[src/rtl/sd_pump_pkg.sv]
package sd_pump_pkg;
  localparam int WORD_W = 32;
  localparam int BYTE_W = 8;
  localparam int LANES  = WORD_W / BYTE_W;

  // strobes from the control to the FIFO datapath
  typedef struct packed {
    logic              push;
    logic              pop;
    logic [WORD_W-1:0] pushWord;
  } fifoCmd_t;
endpackage

[src/rtl/sd_pump_fifo.sv]
module sd_pump_fifo
  import sd_pump_pkg::*;
#(
  parameter int DEPTH = 16,
  localparam int AW = $clog2(DEPTH),
  localparam int CW = $clog2(DEPTH + 1)
) (
  input  logic              clk,
  input  logic              rst_n,
  input  fifoCmd_t          cmd,
  output logic [WORD_W-1:0] headWord,
  output logic [CW-1:0]     occupancy,
  output logic              isFull,
  output logic              isEmpty
);
  logic [WORD_W-1:0] mem [DEPTH];
  logic [AW-1:0]     rdPtr, wrPtr;
  logic              doPush, doPop;

  function automatic logic [AW-1:0] advance(input logic [AW-1:0] p);
    return (p == AW'(DEPTH - 1)) ? '0 : p + AW'(1);
  endfunction

  assign isFull   = (occupancy == CW'(DEPTH));
  assign isEmpty  = (occupancy == '0);
  assign doPush   = cmd.push & ~isFull;
  assign doPop    = cmd.pop & ~isEmpty;
  assign headWord = mem[rdPtr];

  always_ff @(posedge clk) begin
    if (doPush) mem[wrPtr] <= cmd.pushWord;
  end

  always_ff @(posedge clk) begin
    if (!rst_n) begin
      rdPtr     <= '0;
      wrPtr     <= '0;
      occupancy <= '0;
    end else begin
      if (doPush) wrPtr <= advance(wrPtr);
      if (doPop)  rdPtr <= advance(rdPtr);
      case ({doPush, doPop})
        2'b10:   occupancy <= occupancy + CW'(1);
        2'b01:   occupancy <= occupancy - CW'(1);
        default: occupancy <= occupancy;
      endcase
    end
  end
endmodule

[src/rtl/sd_pump_ctrl.sv]
module sd_pump_ctrl
  import sd_pump_pkg::*;
#(
  parameter int DEPTH  = 16,
  parameter int SIZE_W = 12,
  parameter int BLKS_W = 9,
  localparam int CW    = $clog2(DEPTH + 1),
  localparam int REM_W = SIZE_W + BLKS_W,
  localparam int IDX_W = $clog2(LANES)
) (
  input  logic              clk,
  input  logic              rst_n,
  input  logic              hostWrEn,
  input  logic [WORD_W-1:0] hostWrData,
  input  logic              hostRdEn,
  output logic [WORD_W-1:0] hostRdData,
  input  logic              xferRead,
  input  logic              xferWrite,
  input  logic              cfgDataIrqEn,
  input  logic              cfgBlkIrqEn,
  input  logic              blkSizeWrEn,
  input  logic [SIZE_W-1:0] blkSizeData,
  input  logic              blkCountWrEn,
  input  logic [BLKS_W-1:0] blkCountData,
  input  logic              statusClrEn,
  input  logic [9:0]        statusClrMask,
  output logic [9:0]        statusBits,
  input  logic              dbgWrEn,
  input  logic [31:0]       dbgWrData,
  output logic [31:0]       dbgWord,
  input  logic              cardRxValid,
  input  logic [BYTE_W-1:0] cardRxData,
  output logic              cardRxReady,
  output logic              cardTxValid,
  output logic [BYTE_W-1:0] cardTxData,
  input  logic              cardTxReady,
  output fifoCmd_t          fifoCmd,
  input  logic [WORD_W-1:0] headWord,
  input  logic [CW-1:0]     occupancy,
  input  logic              isFull,
  input  logic              isEmpty
);
  localparam logic [31:0] DBG_RESET = 32'h0000_C60F;
  localparam logic [31:0] LEVEL_MSK = 32'h0000_01F0;
  localparam logic [3:0]  STATE_DATA = 4'h1;
  localparam logic [3:0]  STATE_OFF  = 4'hF;

  logic [SIZE_W-1:0] blkSize, blkLeft;
  logic [REM_W-1:0]  remCnt;
  logic [WORD_W-1:0] packAcc, rxWord, txWord;
  logic [IDX_W-1:0]  packIdx, txLeft;
  logic [9:0]        status, statusNext;
  logic [31:0]       dbgStore, dbgNext;
  logic              rdMode, wrMode, active, lastByte;
  logic              rxTake, rxWordDone, txTake, txFetch, byteTake, blkEdge, wordMoved;
  logic [4:0]        levelField;

  assign rdMode   = xferRead;
  assign wrMode   = xferWrite & ~xferRead;
  assign active   = (remCnt != '0);
  assign lastByte = (remCnt == REM_W'(1));

  // read direction: pack card bytes little-endian
  assign cardRxReady = rdMode & active & ~isFull;
  assign rxTake      = cardRxReady & cardRxValid;
  assign rxWordDone  = rxTake & ((packIdx == IDX_W'(LANES - 1)) | lastByte);

  for (genvar b = 0; b < LANES; b++) begin : g_lane
    assign rxWord[b*BYTE_W +: BYTE_W] =
      (packIdx == IDX_W'(b)) ? cardRxData : packAcc[b*BYTE_W +: BYTE_W];
  end

  // write direction: unpack words least significant byte first
  assign cardTxValid = wrMode & active & ((txLeft != '0) | ~isEmpty);
  assign cardTxData  = (txLeft != '0) ? txWord[BYTE_W-1:0] : headWord[BYTE_W-1:0];
  assign txTake      = cardTxValid & cardTxReady;
  assign txFetch     = txTake & (txLeft == '0);

  assign byteTake  = rxTake | txTake;
  assign blkEdge   = txTake & (blkLeft == SIZE_W'(1));
  assign wordMoved = rxWordDone | txFetch;

  // FIFO strobes: the pump has priority over the host on both ports
  always_comb begin
    fifoCmd.push     = rxWordDone | hostWrEn;
    fifoCmd.pushWord = rxWordDone ? rxWord : hostWrData;
    fifoCmd.pop      = txFetch | hostRdEn;
  end
  assign hostRdData = isEmpty ? '0 : headWord;

  always_comb begin
    statusNext = statusClrEn ? (status & ~statusClrMask) : status;
    if (wordMoved) begin
      statusNext[0] = 1'b1;
      if (cfgDataIrqEn) statusNext[8] = 1'b1;
    end
    if (blkEdge && cfgBlkIrqEn) statusNext[9] = 1'b1;
  end

  always_comb begin
    dbgNext = dbgStore;
    if (dbgWrEn) begin
      dbgNext = dbgWrData;
      if (dbgWrData[3:0] == STATE_OFF) dbgNext[3:0] = 4'h0;
    end
    if (byteTake && lastByte) dbgNext[3:0] = STATE_DATA;
  end

  assign levelField = 5'(occupancy);
  assign statusBits = status;
  assign dbgWord    = (dbgStore & ~LEVEL_MSK) | {23'd0, levelField, 4'd0};

  always_ff @(posedge clk) begin
    if (!rst_n) begin
      blkSize  <= '0;
      blkLeft  <= '0;
      remCnt   <= '0;
      packAcc  <= '0;
      packIdx  <= '0;
      txWord   <= '0;
      txLeft   <= '0;
      status   <= '0;
      dbgStore <= DBG_RESET;
    end else begin
      status   <= statusNext;
      dbgStore <= dbgNext;
      if (blkSizeWrEn) blkSize <= blkSizeData;
      if (blkCountWrEn) begin
        remCnt  <= REM_W'(blkCountData) * REM_W'(blkSize);
        blkLeft <= blkSize;
        packAcc <= '0;
        packIdx <= '0;
        txLeft  <= '0;
      end else if (byteTake) begin
        remCnt  <= remCnt - REM_W'(1);
        blkLeft <= (blkLeft == SIZE_W'(1)) ? blkSize : blkLeft - SIZE_W'(1);
        if (rxTake) begin
          if (rxWordDone) begin
            packAcc <= '0;
            packIdx <= '0;
          end else begin
            packAcc <= rxWord;
            packIdx <= packIdx + IDX_W'(1);
          end
        end
        if (txTake) begin
          if (txLeft == '0) begin
            txWord <= headWord >> BYTE_W;
            txLeft <= IDX_W'(LANES - 1);
          end else begin
            txWord <= txWord >> BYTE_W;
            txLeft <= txLeft - IDX_W'(1);
          end
        end
      end
    end
  end
endmodule

[src/rtl/sd_byte_pump.sv]
module sd_byte_pump
  import sd_pump_pkg::*;
#(
  parameter int DEPTH  = 16,
  parameter int SIZE_W = 12,
  parameter int BLKS_W = 9,
  localparam int CW    = $clog2(DEPTH + 1)
) (
  input  logic              clk,
  input  logic              rst_n,
  input  logic              hostWrEn,
  input  logic [31:0]       hostWrData,
  input  logic              hostRdEn,
  output logic [31:0]       hostRdData,
  input  logic              xferRead,
  input  logic              xferWrite,
  input  logic              cfgDataIrqEn,
  input  logic              cfgBlkIrqEn,
  input  logic              blkSizeWrEn,
  input  logic [SIZE_W-1:0] blkSizeData,
  input  logic              blkCountWrEn,
  input  logic [BLKS_W-1:0] blkCountData,
  input  logic              statusClrEn,
  input  logic [9:0]        statusClrMask,
  output logic [9:0]        statusBits,
  input  logic              dbgWrEn,
  input  logic [31:0]       dbgWrData,
  output logic [31:0]       dbgWord,
  input  logic              cardRxValid,
  input  logic [7:0]        cardRxData,
  output logic              cardRxReady,
  output logic              cardTxValid,
  output logic [7:0]        cardTxData,
  input  logic              cardTxReady
);
  fifoCmd_t          fifoCmd;
  logic [WORD_W-1:0] headWord;
  logic [CW-1:0]     occupancy;
  logic              isFull, isEmpty;

  sd_pump_ctrl #(.DEPTH(DEPTH), .SIZE_W(SIZE_W), .BLKS_W(BLKS_W)) u_ctrl (
    .clk(clk), .rst_n(rst_n),
    .hostWrEn(hostWrEn), .hostWrData(hostWrData),
    .hostRdEn(hostRdEn), .hostRdData(hostRdData),
    .xferRead(xferRead), .xferWrite(xferWrite),
    .cfgDataIrqEn(cfgDataIrqEn), .cfgBlkIrqEn(cfgBlkIrqEn),
    .blkSizeWrEn(blkSizeWrEn), .blkSizeData(blkSizeData),
    .blkCountWrEn(blkCountWrEn), .blkCountData(blkCountData),
    .statusClrEn(statusClrEn), .statusClrMask(statusClrMask), .statusBits(statusBits),
    .dbgWrEn(dbgWrEn), .dbgWrData(dbgWrData), .dbgWord(dbgWord),
    .cardRxValid(cardRxValid), .cardRxData(cardRxData), .cardRxReady(cardRxReady),
    .cardTxValid(cardTxValid), .cardTxData(cardTxData), .cardTxReady(cardTxReady),
    .fifoCmd(fifoCmd), .headWord(headWord), .occupancy(occupancy),
    .isFull(isFull), .isEmpty(isEmpty)
  );

  sd_pump_fifo #(.DEPTH(DEPTH)) u_fifo (
    .clk(clk), .rst_n(rst_n), .cmd(fifoCmd),
    .headWord(headWord), .occupancy(occupancy),
    .isFull(isFull), .isEmpty(isEmpty)
  );
endmodule

[config.mk]
export PLATFORM = sky130hd
export DESIGN_NAME = sd_byte_pump
export DESIGN_NICKNAME = d
export VERILOG_FILES = /design/src/rtl/sd_pump_pkg.sv /design/src/rtl/sd_pump_fifo.sv /design/src/rtl/sd_pump_ctrl.sv /design/src/rtl/sd_byte_pump.sv
export SDC_FILE = /design/constraint.sdc
export NUM_CORES = 1
export LEC_CHECK = 0
export BUFFER_PORTS_ARGS = -buffer_cell sky130_fd_sc_hd__buf_2
export CAP_MARGIN = 30
export CORE_MARGIN = 2
export CORE_UTILIZATION = 29
export CTS_BUF_LIST = sky130_fd_sc_hd__clkbuf_4
export DETAILED_ROUTE_END_ITERATION = 12
export PLACE_DENSITY = 0.42
export SLEW_MARGIN = 20
export SYNTH_ARGS = -nofsm -noshare
export SYNTH_HDL_FRONTEND = slang
export SYNTH_SLANG_ARGS = --single-unit
[constraint.sdc]
create_clock -name clk -period 6.1 [get_ports clk]
set_input_delay 0.305 -clock clk [delete_from_list [all_inputs] [get_ports clk]]
set_output_delay 0.305 -clock clk [all_outputs]
set_load 0.05 [all_outputs]
==> out/qor.yml <==
cts_tree: "built"
run_status: "finished clean"
grt_pass1_wl_um: 139000
finalWeightedCongestion: 0.813
tightest_slew_margin_relative_to_the_limit: 0.396
hold_buffers: 197
arrival_ns: 6.18
io_buffer_count: 195
cts.htree.levels: 4
drt_first_iter_violations: 1345
die-width_um: 329
leakage_uw: 0.0138
maximum_buffer_depth_of_the_clock_tree: 3
worst_ep_required_time_ns: 7.00
effective_utilization_at_floorplan: 0.291
report.final.setup_viol: 0
timing.critical_path.fanout_max: 11
r2r_cells: 15
report.final.slew_viol_count: 0
total_of_fill_cells_in_the_finished_design: 10200
r2r_setup_slack_ns: 0.83
path_clk_slew_ns: 0.07
timing.rr.end: "u_ctrl.remCnt[15]$_SDFFE_PN0P_"
tritoncts_num_sinks: 671
grt_antenna_before_repair: 18
post_drt_via_cell_ratio: 4.84
syn_nets: 2349
min_period_over_period: 0.865
worstMarginPinSlew_ns: 0.903
vias: 20000
synth-seq-cells: 671
max-vdd-ir-drop_uv: 573
cts.repair_timing.setup_buffer_count: 0
via_count_of_the_first_global_routing_pass: 21000
area_growth_pct: 23.3
hold_path_class: "in2reg"
drive_gt1_frac: 0.278
floorplan.core_area_mm2: 0.105
cell_at_the_root_of_the_clock_tree: "sky130_fd_sc_hd__clkbuf_4"
max_cap_violation_count: 0
finalWirelength_um: 94500
asyncSetResetFlopFracSynth: 0
startpoint: "u_ctrl.blkSize[9]$_SDFFE_PN0P_"
cts-buffers-inserted: 180
worstSkewPairLatency_ns: 1.03
grt.overflow.total: 0
synth.yosys.seq_area_share: 0.607
worst_r2r_startpoint: "u_ctrl.blkSize[9]$_SDFFE_PN0P_"
critical_path_class: "reg2reg"
timing.critical_path.to: "u_ctrl.remCnt[15]$_SDFFE_PN0P_"
synth_cell_type_count: 65
placement_rows: 119
hold_ws_ns: 0.141
hpwlAfterDp_um: 57300
ant_nets: 0
setup_tns_ns: 0
synthesis_warnings: 0
synthesis.area_mm2: 0.0306
synth_cells: 2100
rsz0062_at_grt: "false"
p_per_area_mw_per_mm2: 360
avgRoutedWirePerCell_um: 22.9
floorplan.io_pins: 201
cts_repair_resize_count: 0
dominantRegCellSynth: "sky130_fd_sc_hd__edfxtp_1"
period_needed_ns: 5.27
layout.nets: 2847
number_of_hold_violations_in_the_final_report: 0
grt.total_usage: 0.176
clock_skew_ns: 0.0397
startpoint_type: "flip-flop"
grt_start_max_net_pins: 64
mean_area_per_synthesized_cell_um2: 14.6
timing.fmax_ghz: 0.190
number_of_search_and_repair_iterations_in_the_first_detailed_routing_pass: 5
post-route-drc-count: 0
synth_enable_flop_cells: 512
full_die_area_mm2: 0.108
chipHeight_um: 329
worstSetupEndpointType: "flip-flop"
==> synth_stat cells (22+ instances only) <==
cell type	n	area, µm²
sky130_fd_sc_hd__edfxtp_1	512	15400
sky130_fd_sc_hd__mux4_2	160	3600
sky130_fd_sc_hd__dfxtp_1	159	3180
sky130_fd_sc_hd__a21oi_1	131	656
sky130_fd_sc_hd__inv_1	122	458
sky130_fd_sc_hd__nand2_1	121	454
sky130_fd_sc_hd__nor2_1	118	443
sky130_fd_sc_hd__and2_1	105	657
sky130_fd_sc_hd__clkbuf_1	88	330
sky130_fd_sc_hd__mux2i_1	85	851
sky130_fd_sc_hd__fa_1	72	1440
sky130_fd_sc_hd__ha_1	60	751
sky130_fd_sc_hd__nand3_1	48	240
sky130_fd_sc_hd__o21ai_0	46	230
sky130_fd_sc_hd__buf_1	25	93.8
sky130_fd_sc_hd__xor2_1	22	193
==> routing by layer <==
layer	wire [µm]	track usage	vias to the layer above
met1	43600	0.244	10300
met5	53	0	-
met3	5480	0.0356	126
met2	43800	0.278	602
li1	-	-	8970
met4	1600	0.0499	10
==> critical path, stage by stage (launching register included) <==
cell and delay [ns]:
sky130_fd_sc_hd__dfxtp_1 0.67, sky130_fd_sc_hd__nand2_1 0.16, sky130_fd_sc_hd__fa_1 0.56, sky130_fd_sc_hd__inv_1 0.05, sky130_fd_sc_hd__fa_1 0.48, sky130_fd_sc_hd__fa_1 0.54, sky130_fd_sc_hd__inv_1 0.05, sky130_fd_sc_hd__fa_1 0.52
sky130_fd_sc_hd__inv_1 0.06, sky130_fd_sc_hd__ha_1 0.36, sky130_fd_sc_hd__and4_1 0.24, sky130_fd_sc_hd__a211oi_1 0.22, sky130_fd_sc_hd__o31ai_1 0.19, sky130_fd_sc_hd__a211oi_1 0.52, sky130_fd_sc_hd__a2111oi_0 0.22, sky130_fd_sc_hd__a211o_1 0.30
==> flip-flops by register name (all words and copies together) (netlist names), named ones only <==
signal	flops
u_ctrl.blkLeft	12
u_ctrl.blkSize	12
u_ctrl.dbgStore	27
u_ctrl.packAcc	32
u_ctrl.packIdx	2
u_ctrl.remCnt	21
u_ctrl.statusBits	10
u_ctrl.txLeft	2
u_ctrl.txWord	24
u_fifo.mem	512
u_fifo.occupancy	5
u_fifo.rdPtr	4
u_fifo.wrPtr	4
==> metrics by stage <==
stage,power (µW),cell area (µm²),setup WS [ns],util,cells
4_1_cts,13800,37600,0.882,0.358,4111
2_1_floorplan,8220,30600,1.28,-,2100
3_5_place_dp,9480,33300,0.910,0.317,3602
3_3_place_gp,9460,33200,0.942,0.316,3594
5_1_grt,14300,37700,0.458,0.359,4124
6_report,13600,37700,0.826,0.359,4127
==> area by class of cell <==
type                            instances  area (µm²)  share of cell area
Sequential cell                       671       18600               0.492
Tap cell                             1391        1740              0.0461
Timing Repair Buffer                  438        3330              0.0883
Clock buffer                          278        2090              0.0553
Clock inverter                         34         268             0.00710
Multi-Input combinational cell       1185       11300               0.298
Antenna cell                            8        20.0            0.000531
Inverter                              122         458              0.0121
==> layout by cell type, fill, tap and decap left out, types with 18 or more instances in the layout <==
cell,count
sky130_fd_sc_hd__nand2_1,121
sky130_fd_sc_hd__dfxtp_1,155
sky130_fd_sc_hd__a21oi_2,19
sky130_fd_sc_hd__buf_4,32
sky130_fd_sc_hd__dlygate4sd3_1,197
sky130_fd_sc_hd__and2_1,105
sky130_fd_sc_hd__nor3_1,18
sky130_fd_sc_hd__edfxtp_1,512
sky130_fd_sc_hd__xor2_1,22
sky130_fd_sc_hd__inv_1,121
sky130_fd_sc_hd__mux2i_1,85
sky130_fd_sc_hd__mux4_2,160
sky130_fd_sc_hd__buf_2,200
sky130_fd_sc_hd__a21oi_1,112
sky130_fd_sc_hd__nand3_1,48
sky130_fd_sc_hd__clkbuf_4,283
sky130_fd_sc_hd__ha_1,59
sky130_fd_sc_hd__clkinv_1,19
sky130_fd_sc_hd__nor2_1,116
sky130_fd_sc_hd__fa_1,72
sky130_fd_sc_hd__o21ai_0,46
==> worst min path at each step <==
stage | startpoint | end | cells after the start
after global routing | cardRxValid | u_ctrl.dbgStore[2]$_SDFFE_PN1P_ | 6
after global placement | u_ctrl.statusBits[6]$_SDFFE_PN0P_ | u_ctrl.statusBits[6]$_SDFFE_PN0P_ | 2
final | cardRxValid | u_ctrl.dbgStore[2]$_SDFFE_PN1P_ | 6
after floorplan | statusClrMask[1] | u_ctrl.statusBits[1]$_SDFFE_PN0P_ | 1
after CTS | statusClrEn | u_ctrl.statusBits[5]$_SDFFE_PN0P_ | 3
after detailed placement | u_ctrl.statusBits[1]$_SDFFE_PN0P_ | u_ctrl.statusBits[1]$_SDFFE_PN0P_ | 2
==> cells by family (layout without fill, tap and decap cells) <==
family / Yosys count / in the layout / synth area share
multiplexers: 253 / 253 / 0.149
AND/OR/NAND/NOR: 496 / 496 / 0.0805
buffers and inverters: 244 / 872 / 0.0305
XOR/XNOR: 37 / 37 / 0.0106
adder cells (fa/ha/maj): 132 / 132 / 0.0716
other: 0 / 8 / 0
flip-flops: 671 / 671 / 0.607
AO/OA/AOI/OAI: 267 / 267 / 0.0517
==> report_power, final <==
part,internal [µW],switching [µW]
clock,2170,1940
sequential,5100,200
combinational,1520,2650
total,8790,4790
No activity file was read; power rests on OpenSTA's default activity.
